File: src/rtl/uart_tx_pkg.sv
package uart_tx_pkg;
  localparam logic [2:0] ADDR_DATA = 3'd0;
  localparam logic [2:0] ADDR_IEN  = 3'd1;
  localparam logic [2:0] ADDR_LCTL = 3'd3;
  localparam logic [2:0] ADDR_STAT = 3'd5;

  localparam int LC_LONG_STOP = 2;
  localparam int LC_PAR_EN    = 3;
  localparam int LC_PAR_EVEN  = 4;
  localparam int LC_BANK      = 7;

  typedef enum logic [2:0] {
    ST_IDLE, ST_START, ST_DATA, ST_PARITY, ST_STOP
  } tx_state_e;

  typedef struct packed {
    logic [1:0] wlen;
    logic       long_stop;
    logic       par_en;
    logic       par_even;
  } frame_cfg_t;
endpackage

File: src/rtl/uart_tx_baud.sv
module uart_tx_baud #(
  parameter int DIV_W = 16
) (
  input  logic             clk_i,
  input  logic             rst_ni,
  input  logic [DIV_W-1:0] div_i,
  output logic             tick_o
);
  logic [DIV_W-1:0] cnt_q;

  // >= keeps the count bounded when the divisor drops below it
  assign tick_o = (div_i != '0) && (cnt_q >= div_i - 1'b1);

  always_ff @(posedge clk_i or negedge rst_ni) begin
    if (!rst_ni)                        cnt_q <= '0;
    else if (div_i == '0 || tick_o)     cnt_q <= '0;
    else                                cnt_q <= cnt_q + 1'b1;
  end
endmodule

File: src/rtl/uart_tx_regs.sv
module uart_tx_regs
  import uart_tx_pkg::*;
#(
  parameter int DIV_W = 16
) (
  input  logic             clk_i,
  input  logic             rst_ni,
  input  logic [2:0]       addr_i,
  input  logic [7:0]       wdata_i,
  input  logic             we_i,
  input  logic             take_i,
  input  logic             busy_i,
  output logic [7:0]       rdata_o,
  output logic [7:0]       hold_o,
  output logic             hold_full_o,
  output logic             bank_o,
  output frame_cfg_t       cfg_o,
  output logic [DIV_W-1:0] div_o
);
  logic [7:0] hold_q, ien_q, lctl_q, div_lo_q, div_hi_q;
  logic       full_q;

  assign bank_o = lctl_q[LC_BANK];

  always_ff @(posedge clk_i or negedge rst_ni) begin
    if (!rst_ni) begin
      hold_q   <= '0;
      ien_q    <= '0;
      lctl_q   <= '0;
      div_lo_q <= '0;
      div_hi_q <= '0;
      full_q   <= 1'b0;
    end else begin
      if (take_i) full_q <= 1'b0;
      if (we_i) begin
        unique case (addr_i)
          ADDR_DATA: begin
            if (bank_o) div_lo_q <= wdata_i;
            else begin
              hold_q <= wdata_i;
              full_q <= 1'b1;   // write wins over take
            end
          end
          ADDR_IEN: begin
            if (bank_o) div_hi_q <= wdata_i;
            else        ien_q    <= wdata_i;
          end
          ADDR_LCTL: lctl_q <= wdata_i;
          default: ;
        endcase
      end
    end
  end

  always_comb begin
    unique case (addr_i)
      ADDR_DATA: rdata_o = bank_o ? div_lo_q : 8'h00;
      ADDR_IEN:  rdata_o = bank_o ? div_hi_q : ien_q;
      ADDR_LCTL: rdata_o = lctl_q;
      ADDR_STAT: rdata_o = {1'b0, !full_q && !busy_i, !full_q, 5'b0};
      default:   rdata_o = 8'h00;
    endcase
  end

  assign hold_o          = hold_q;
  assign hold_full_o     = full_q;
  assign cfg_o.wlen      = lctl_q[1:0];
  assign cfg_o.long_stop = lctl_q[LC_LONG_STOP];
  assign cfg_o.par_en    = lctl_q[LC_PAR_EN];
  assign cfg_o.par_even  = lctl_q[LC_PAR_EVEN];
  assign div_o           = DIV_W'({div_hi_q, div_lo_q});
endmodule

File: src/rtl/uart_tx_engine.sv
module uart_tx_engine
  import uart_tx_pkg::*;
#(
  parameter int OVS = 16
) (
  input  logic       clk_i,
  input  logic       rst_ni,
  input  logic       tick_i,
  input  logic       run_ok_i,
  input  logic       hold_full_i,
  input  logic [7:0] hold_i,
  input  frame_cfg_t cfg_i,
  output logic       take_o,
  output logic       busy_o,
  output logic       txd_o
);
  localparam int TCW = $clog2(2 * OVS) + 1;
  localparam logic [TCW-1:0] LEN_BIT  = TCW'(OVS);
  localparam logic [TCW-1:0] LEN_HALF = TCW'(OVS + OVS / 2);
  localparam logic [TCW-1:0] LEN_TWO  = TCW'(2 * OVS);

  tx_state_e      state_q;
  logic [TCW-1:0] tcnt_q, stop_len_q, cur_len;
  logic [7:0]     shift_q, masked;
  logic [2:0]     bidx_q, last_q;
  logic           par_q, par_en_q, bit_end, load;

  assign cur_len = (state_q == ST_STOP) ? stop_len_q : LEN_BIT;
  assign bit_end = tick_i && (tcnt_q == cur_len - 1'b1);
  assign load    = hold_full_i && run_ok_i &&
                   (state_q == ST_IDLE || (state_q == ST_STOP && bit_end));
  assign masked  = hold_i & (8'hFF >> (2'd3 - cfg_i.wlen));

  always_ff @(posedge clk_i or negedge rst_ni) begin
    if (!rst_ni) begin
      state_q    <= ST_IDLE;
      tcnt_q     <= '0;
      shift_q    <= '0;
      bidx_q     <= '0;
      last_q     <= '0;
      par_q      <= 1'b0;
      par_en_q   <= 1'b0;
      stop_len_q <= LEN_BIT;
    end else if (load) begin
      state_q    <= ST_START;
      tcnt_q     <= '0;
      shift_q    <= masked;
      bidx_q     <= '0;
      last_q     <= 3'd4 + {1'b0, cfg_i.wlen};
      par_q      <= (^masked) ^ !cfg_i.par_even;
      par_en_q   <= cfg_i.par_en;
      stop_len_q <= !cfg_i.long_stop     ? LEN_BIT :
                    (cfg_i.wlen == 2'd0) ? LEN_HALF : LEN_TWO;
    end else if (bit_end) begin
      tcnt_q <= '0;
      unique case (state_q)
        ST_START:  state_q <= ST_DATA;
        ST_DATA: begin
          shift_q <= shift_q >> 1;
          if (bidx_q == last_q) state_q <= par_en_q ? ST_PARITY : ST_STOP;
          else                  bidx_q  <= bidx_q + 1'b1;
        end
        ST_PARITY: state_q <= ST_STOP;
        ST_STOP:   state_q <= ST_IDLE;
        default:   state_q <= ST_IDLE;
      endcase
    end else if (tick_i && state_q != ST_IDLE) begin
      tcnt_q <= tcnt_q + 1'b1;
    end
  end

  always_comb begin
    unique case (state_q)
      ST_START:  txd_o = 1'b0;
      ST_DATA:   txd_o = shift_q[0];
      ST_PARITY: txd_o = par_q;
      default:   txd_o = 1'b1;
    endcase
  end

  assign take_o = load;
  assign busy_o = (state_q != ST_IDLE);
endmodule

File: src/rtl/uart_tx_core.sv
module uart_tx_core
  import uart_tx_pkg::*;
#(
  parameter int DIV_W = 16,
  parameter int OVS   = 16
) (
  input  logic       clk_i,
  input  logic       rst_ni,
  input  logic [2:0] addr_i,
  input  logic [7:0] wdata_i,
  input  logic       we_i,
  output logic [7:0] rdata_o,
  output logic       txd_o
);
  logic [DIV_W-1:0] div;
  logic [7:0]       hold;
  logic             tick, busy, take, hold_full, bank;
  frame_cfg_t       cfg;

  uart_tx_regs #(.DIV_W(DIV_W)) u_regs (
    .clk_i, .rst_ni, .addr_i, .wdata_i, .we_i,
    .take_i(take), .busy_i(busy), .rdata_o,
    .hold_o(hold), .hold_full_o(hold_full), .bank_o(bank),
    .cfg_o(cfg), .div_o(div)
  );

  uart_tx_baud #(.DIV_W(DIV_W)) u_baud (
    .clk_i, .rst_ni, .div_i(div), .tick_o(tick)
  );

  uart_tx_engine #(.OVS(OVS)) u_engine (
    .clk_i, .rst_ni, .tick_i(tick), .run_ok_i(div != '0),
    .hold_full_i(hold_full), .hold_i(hold), .cfg_i(cfg),
    .take_o(take), .busy_o(busy), .txd_o
  );
endmodule

File: config.mk
export PLATFORM = sky130hd
export DESIGN_NAME = uart_tx_core
export DESIGN_NICKNAME = d
export VERILOG_FILES = /design/src/rtl/uart_tx_pkg.sv /design/src/rtl/uart_tx_baud.sv /design/src/rtl/uart_tx_regs.sv /design/src/rtl/uart_tx_engine.sv /design/src/rtl/uart_tx_core.sv
export SDC_FILE = /design/constraint.sdc
export NUM_CORES = 1
export LEC_CHECK = 0
export BUFFER_PORTS_ARGS = -buffer_cell sky130_fd_sc_hd__buf_2
export CAP_MARGIN = 20
export CORE_UTILIZATION = 23
export DETAILED_ROUTE_END_ITERATION = 6
export HOLD_SLACK_MARGIN = 0.12
export SKIP_CTS_REPAIR_TIMING = 1
export SLEW_MARGIN = 20
export SYNTH_ARGS = -nofsm -noshare
export SYNTH_HDL_FRONTEND = slang
export SYNTH_SLANG_ARGS = --single-unit
File: constraint.sdc
create_clock -name clk_i -period 5.6 [get_ports clk_i]
set_input_delay 0.28 -clock clk_i [delete_from_list [all_inputs] [get_ports clk_i]]
set_output_delay 0.28 -clock clk_i [all_outputs]
set_load 0.1 [all_outputs]
* Word-level counts from Yosys, hierarchy flattened
Index checks and enable logic that the tools add are counted.
** Word-level totals
- Logic and storage cells :: 95
- Register bits after elaboration :: 88
** Cells by class
- Mux-type cells :: 27
- Equality and inequality tests :: 11
- $lt $le $gt $ge :: 1
- Add/subtract/negate cells :: 7
- Bitwise operators :: 3
- Shift operators :: 1
- Reductions and logical operators :: 30
** Operators with widths (count)
- 8-bit two-way mux :: 5
- 6-bit two-way mux :: 6
- 8-bit case mux with 4 select lines :: 1
- 3-bit two-way mux :: 8
- 16-bit by 1-bit adder with 16-bit output, second input constant :: 1
- 16-bit >= comparator :: 1
- 16-bit logical NOT :: 1
- 16-bit two-way mux :: 1
- 16-bit nonzero test :: 1
- 16-bit by 1-bit subtractor with 16-bit output, second input constant :: 1
- 3-bit AND reduction :: 5
- 3-bit by 2-bit == test with 1-bit output, second input constant :: 3
- 3-bit case mux with 3 select lines :: 1
- 8-bit AND :: 1
- 8-bit XOR reduction :: 1
- 8-bit by 2-bit right shift with 8-bit output, first input constant :: 1
- 1-bit logical AND :: 7
- 6-bit by 1-bit adder with 6-bit output, second input constant :: 1
- 3-bit by 1-bit == test with 1-bit output, second input constant :: 2
- 3-bit == test, second input constant :: 2
- 6-bit == test :: 1
- 3-bit logical NOT :: 2
- 2-bit AND reduction :: 3
- 3-bit nonzero test :: 2
- other kinds (15) :: 22

* Longest topological paths before layout
- Word-level depth :: 12
- Gate-level depth with buffers :: 16
- Gate-level depth less buffers :: 14

* By module
Synthesis repeated with hierarchy kept, for this count alone.
** Second synthesis, totals
- Cells, all modules :: 460
- Area total of the unflattened synthesis :: 5119.9 sq um
** Modules (own cells, without submodules)
- uart_tx_regs :: area each 1989.4 sq um, times used 1, cells an instance 139
- uart_tx_engine :: area each 1642.8 sq um, times used 1, cells an instance 156
- uart_tx_baud :: area each 1456.4 sq um, times used 1, cells an instance 160
- uart_tx_core :: area each 31.3 sq um, times used 1, cells an instance 5

* Least setup slack after synthesis
OpenSTA, ideal clock, no wires.
- Path kind :: reg-to-reg
- Start :: register u_regs.div_hi_q[3]
- End :: register u_engine.shift_q[2]
- Path slack :: 1602 ps
- Path buffers :: 1
- Arrival time :: 3872 ps
- Stages on the path, launching flop included :: 13
- Cell sequence :: dfrtp_1 -> or4_1 -> or3_1 -> nor2_1 -> xnor2_1 -> ha_1 -> nand4_2 -> or4_1 -> o32a_1 -> a2111o_1 -> buf_6 -> mux2_4 -> mux2_4
** On the way
- Cells in the longest elaborated chain, start to end :: 9
** Ends and longest elaborated chain
- start, declared :: line uart_tx_regs.sv:20 : logic [7:0] hold_q, ien_q, lctl_q, div_lo_q, div_hi_q;
- start signal, assigned :: line uart_tx_regs.sv:45 : if (bank_o) div_hi_q <= wdata_i;
- 16-bit by 1-bit subtractor with 16-bit output :: line uart_tx_baud.sv:12 : assign tick_o = (div_i != '0) && (cnt_q >= div_i - 1'b1);
- 16-bit >= comparator :: line uart_tx_baud.sv:12
- 1-bit logical AND :: line uart_tx_baud.sv:12
- 1-bit logical AND :: line uart_tx_engine.sv:29 : assign bit_end = tick_i && (tcnt_q == cur_len - 1'b1);
- 1-bit logical AND :: line uart_tx_engine.sv:31 : (state_q == ST_IDLE || (state_q == ST_STOP && bit_end));
- 1-bit logical OR :: line uart_tx_engine.sv:31
- 1-bit logical AND :: line uart_tx_engine.sv:30 : assign load = hold_full_i && run_ok_i &&
- 2-bit nonzero test (no line)
- 2-bit AND reduction (no line)
- end signal, assigned :: line uart_tx_engine.sv:47 : shift_q <= masked;
- end signal, assigned :: line uart_tx_engine.sv:59 : shift_q <= shift_q >> 1;
- end, declared :: line uart_tx_engine.sv:24 : logic [7:0] shift_q, masked;
Parallel ways exist; a longest one is shown, timed or not.
A chain may end at the register's enable or synchronous reset.

* Worst setup path in the final report
- Start :: register u_regs.div_hi_q[3]
- End :: register u_engine.shift_q[0]
The elaborated chain is that of the path after synthesis.

==> flow_summary_export.csv <==
group,metric,value,unit
run_status,outcome,"completed",
cts,numCtsBuffers,9,
global_route,grtUsageTotal,10.5,%
global_route,overflow,0,
power,leakagePower,2.43,nW
synthesis,synth_edf_count,0,
floorplanning,start_util,23.7,%
run,cap_violations,0,
critical_path,cp_slowest_cell,"a2111o_1",
critical_path,path_class,"reg -> reg",
cts,cts_max_level,3,
sta,final.setup.tns,0,ps
critical_path,worst_setup_path_end_kind,"flip-flop",
sta,fin_crit_sh,77.1,%
drt,drc_errors,0,
synthesis,ys_top_cells_by_count,"dfrtp_1, nor2_1, mux2_2",
critical_path,crit_arrival,4550,ps
critical_path,crit_chain,"or4_1 > or3_1 > nor2_1 > xnor2_1 > ha_1 > nand4_2 > or4_1 > o32a_1 > a2111o_1 > mux2_4 > mux2_4",
critical_path,cp_num_buf_inv,0,
critical_path,required,5830,ps
synthesis,syn_inst,451,
global_route,grt_max_degree,71,
floorplanning,dieArea,21700,µm²
layout,final_cell_area,5550,µm²
layout,final_nets,506,
layout,drive_gt1_share,20.0,%
synthesis,postSynthNetCount,486,
global_route,grt_pass1_wl,17800,µm
critical_path,cp_max_fo,8,
floorplanning,die_x,147,µm
sta,skew,11.3,ps
critical_path,critPathLaunchType,"flip-flop",
power,powerDensity,424,nW/µm²
drt,vias,3388,
drt,detail_route.vias_per_cell,4.54,
global_route,antenna_found_initial,0,
synthesis,yosys.area.top_type,"dfrtp_1",
global_route,grt_pass1_vias,3377,
drt,drt_iter0_markers,200,
floorplanning,core,20500,µm²
cts,clkSlewWorstSetupHoldPaths,70,ps
synthesis,ys_dominant_reg_cell,"dfrtp_1",
floorplanning,die-height,147,µm
synthesis,synth_top_area_share,43.2,%
sta,post-route-min-period,4320,ps
sta,maxSlewHeadroom,30.3,%
synthesis,synth_area_leaders,"dfrtp_1, mux2_2, ha_1",
floorplanning,top_level_ports,23,
layout,area_delta_synth_final,14.2,%
synthesis,synth_cell_types,58,
sta,max_freq,232,MHz
power,vdd_ir_drop_max,0.291,mV
drt,ant_nets,0,
synthesis,ys_seq_elements,85,
placement,gp_congestion,0.801,
worst_hold_path,hold_path.class,"in -> reg",
drt,routed_wl,10800,µm
cts,root_buffer,"clkbuf_16",
sta,hold_violations,0,
power,power.total,0.00235,W
sta,hold-worst-slack,249,ps
drt,dr.pass1.iters,4,
critical_path,r2r_setup_slack,1280,ps
sta,setup_viol,0,
cts,numClockSinks,85,
synthesis,synth.yosys.warnings,0,
cts,clockBufferDepth,2,
drt,post_drt_wl_per_cell,14.5,µm
layout,fill_cells,2170,
synthesis,yosysSeqAreaShare,43.8,%
synthesis,synth.most_common_cell,"dfrtp_1",
synthesis,async_flop_share,100,%
cts,cts_tree,"yes",
sta,maxSlewViolCount,0,
sta,worst_pin_slew,1040,ps
sta,rsz0062_at_grt,"no",
layout,n_antenna_cell,0,
synthesis,synth_area,4860,µm²
floorplanning,rows,52,
critical_path,crit_family,"simple AND/OR/NAND/NOR gates",
synthesis,syn_avg_cell_area,10.8,µm²
cts,clock_latency,350,ps
placement,place_hpwl,7850,µm
critical_path,cp_slowest_stage_delay,630,ps
placement,io_buffers,22,
placement,place_area,5250,µm²
## report_power, final
part | leakage (nW) | internal, W | switching [W]
clock | 0.146 | 0.000347 | 0.000260
combinational | 1.21 | 0.000367 | 0.000401
sequential | 1.07 | 0.000782 | 0.000197
total | 2.43 | 0.00150 | 0.000858
## logic make-up after synthesis
logic type	synth area share [%]
AND/OR/NAND/NOR	15.2
flip-flops	43.8
multiplexers	16.9
AO/OA/AOI/OAI	8.41
XOR/XNOR	7.93
buffers and inverters	2.39
adder cells (fa/ha/maj)	5.40
## worst paths after layout
kind                                          from                endpoint  depth (start not counted)
worst max-delay path            u_regs.div_hi_q[3]     u_engine.shift_q[0]                         11
worst min-delay path                    wdata_i[4]        u_regs.lctl_q[4]                          2
worst max register to register  u_regs.div_hi_q[3]     u_engine.shift_q[0]                         11
worst min register to register  u_engine.last_q[2]      u_engine.last_q[2]                          1
max in group asynchronous                   rst_ni  u_engine.stop_len_q[3]                          3
min in group asynchronous                   rst_ni      u_engine.tcnt_q[0]                          2
## per-layer routing
| metal | routed length, µm | share of wire, % | global-route usage, % | up-vias |
|---|---|---|---|---|
| li1 | - | - | - | 1656 |
| met1 | 5410 | 50 | 14.4 | 1656 |
| met2 | 4890 | 45 | 16.3 | 72 |
| met3 | 425 | 3.9 | 2.47 | 4 |
| met4 | 81 | 0.75 | 3.30 | 0 |
| met5 | 0 | 0 | 0 | - |
## final cells by class
class,count,area [µm²],area share (%)
repair buffers,24,130,2.34
clock inverters,7,73.8,1.33
inverters,11,41.3,0.743
clock buffers,9,225,4.05
well taps,270,338,6.08
multi-input cells,340,2620,47.1
flip-flops and latches,85,2130,38.3
## per-stage QoR
| stage | utilization, % | instances | setup WS [ps] |
|---|---|---|---|
| detailed placement | 25.6 | 729 | 1310 |
| finish | 27.1 | 746 | 1280 |
| global route | 27.1 | 746 | 1090 |
| CTS | 27.1 | 745 | 1300 |
| floorplan | - | 451 | 1600 |
| global placement | 25.6 | 729 | 1380 |
## registers in the layout, summed over array words and instances (netlist names), 6 cells and up
name	flops
u_baud.cnt_q	16
u_engine.shift_q	8
u_regs.div_hi_q	8
u_regs.div_lo_q	8
u_regs.hold_o	8
u_regs.ien_q	8
u_regs.lctl_q	8
u_engine.tcnt_q	6
## cell usage in the layout, fill, tap and decap left out, types with 9 or more instances in the layout
| cell type | synthesis | routed |
|---|---|---|
| a21oi_1 | 19 | 19 |
| buf_2 | 3 | 21 |
| clkbuf_16 | 0 | 9 |
| dfrtp_1 | 84 | 84 |
| ha_1 | 21 | 21 |
| inv_1 | 11 | 11 |
| mux2_2 | 40 | 40 |
| mux2_4 | 10 | 10 |
| mux2i_1 | 14 | 14 |
| nand2_1 | 26 | 26 |
| nand3_1 | 17 | 17 |
| nor2_1 | 49 | 49 |
| nor3_1 | 12 | 12 |
| xnor2_1 | 29 | 29 |
| xor2_1 | 15 | 15 |
No activity file was read; power rests on OpenSTA's default activity.
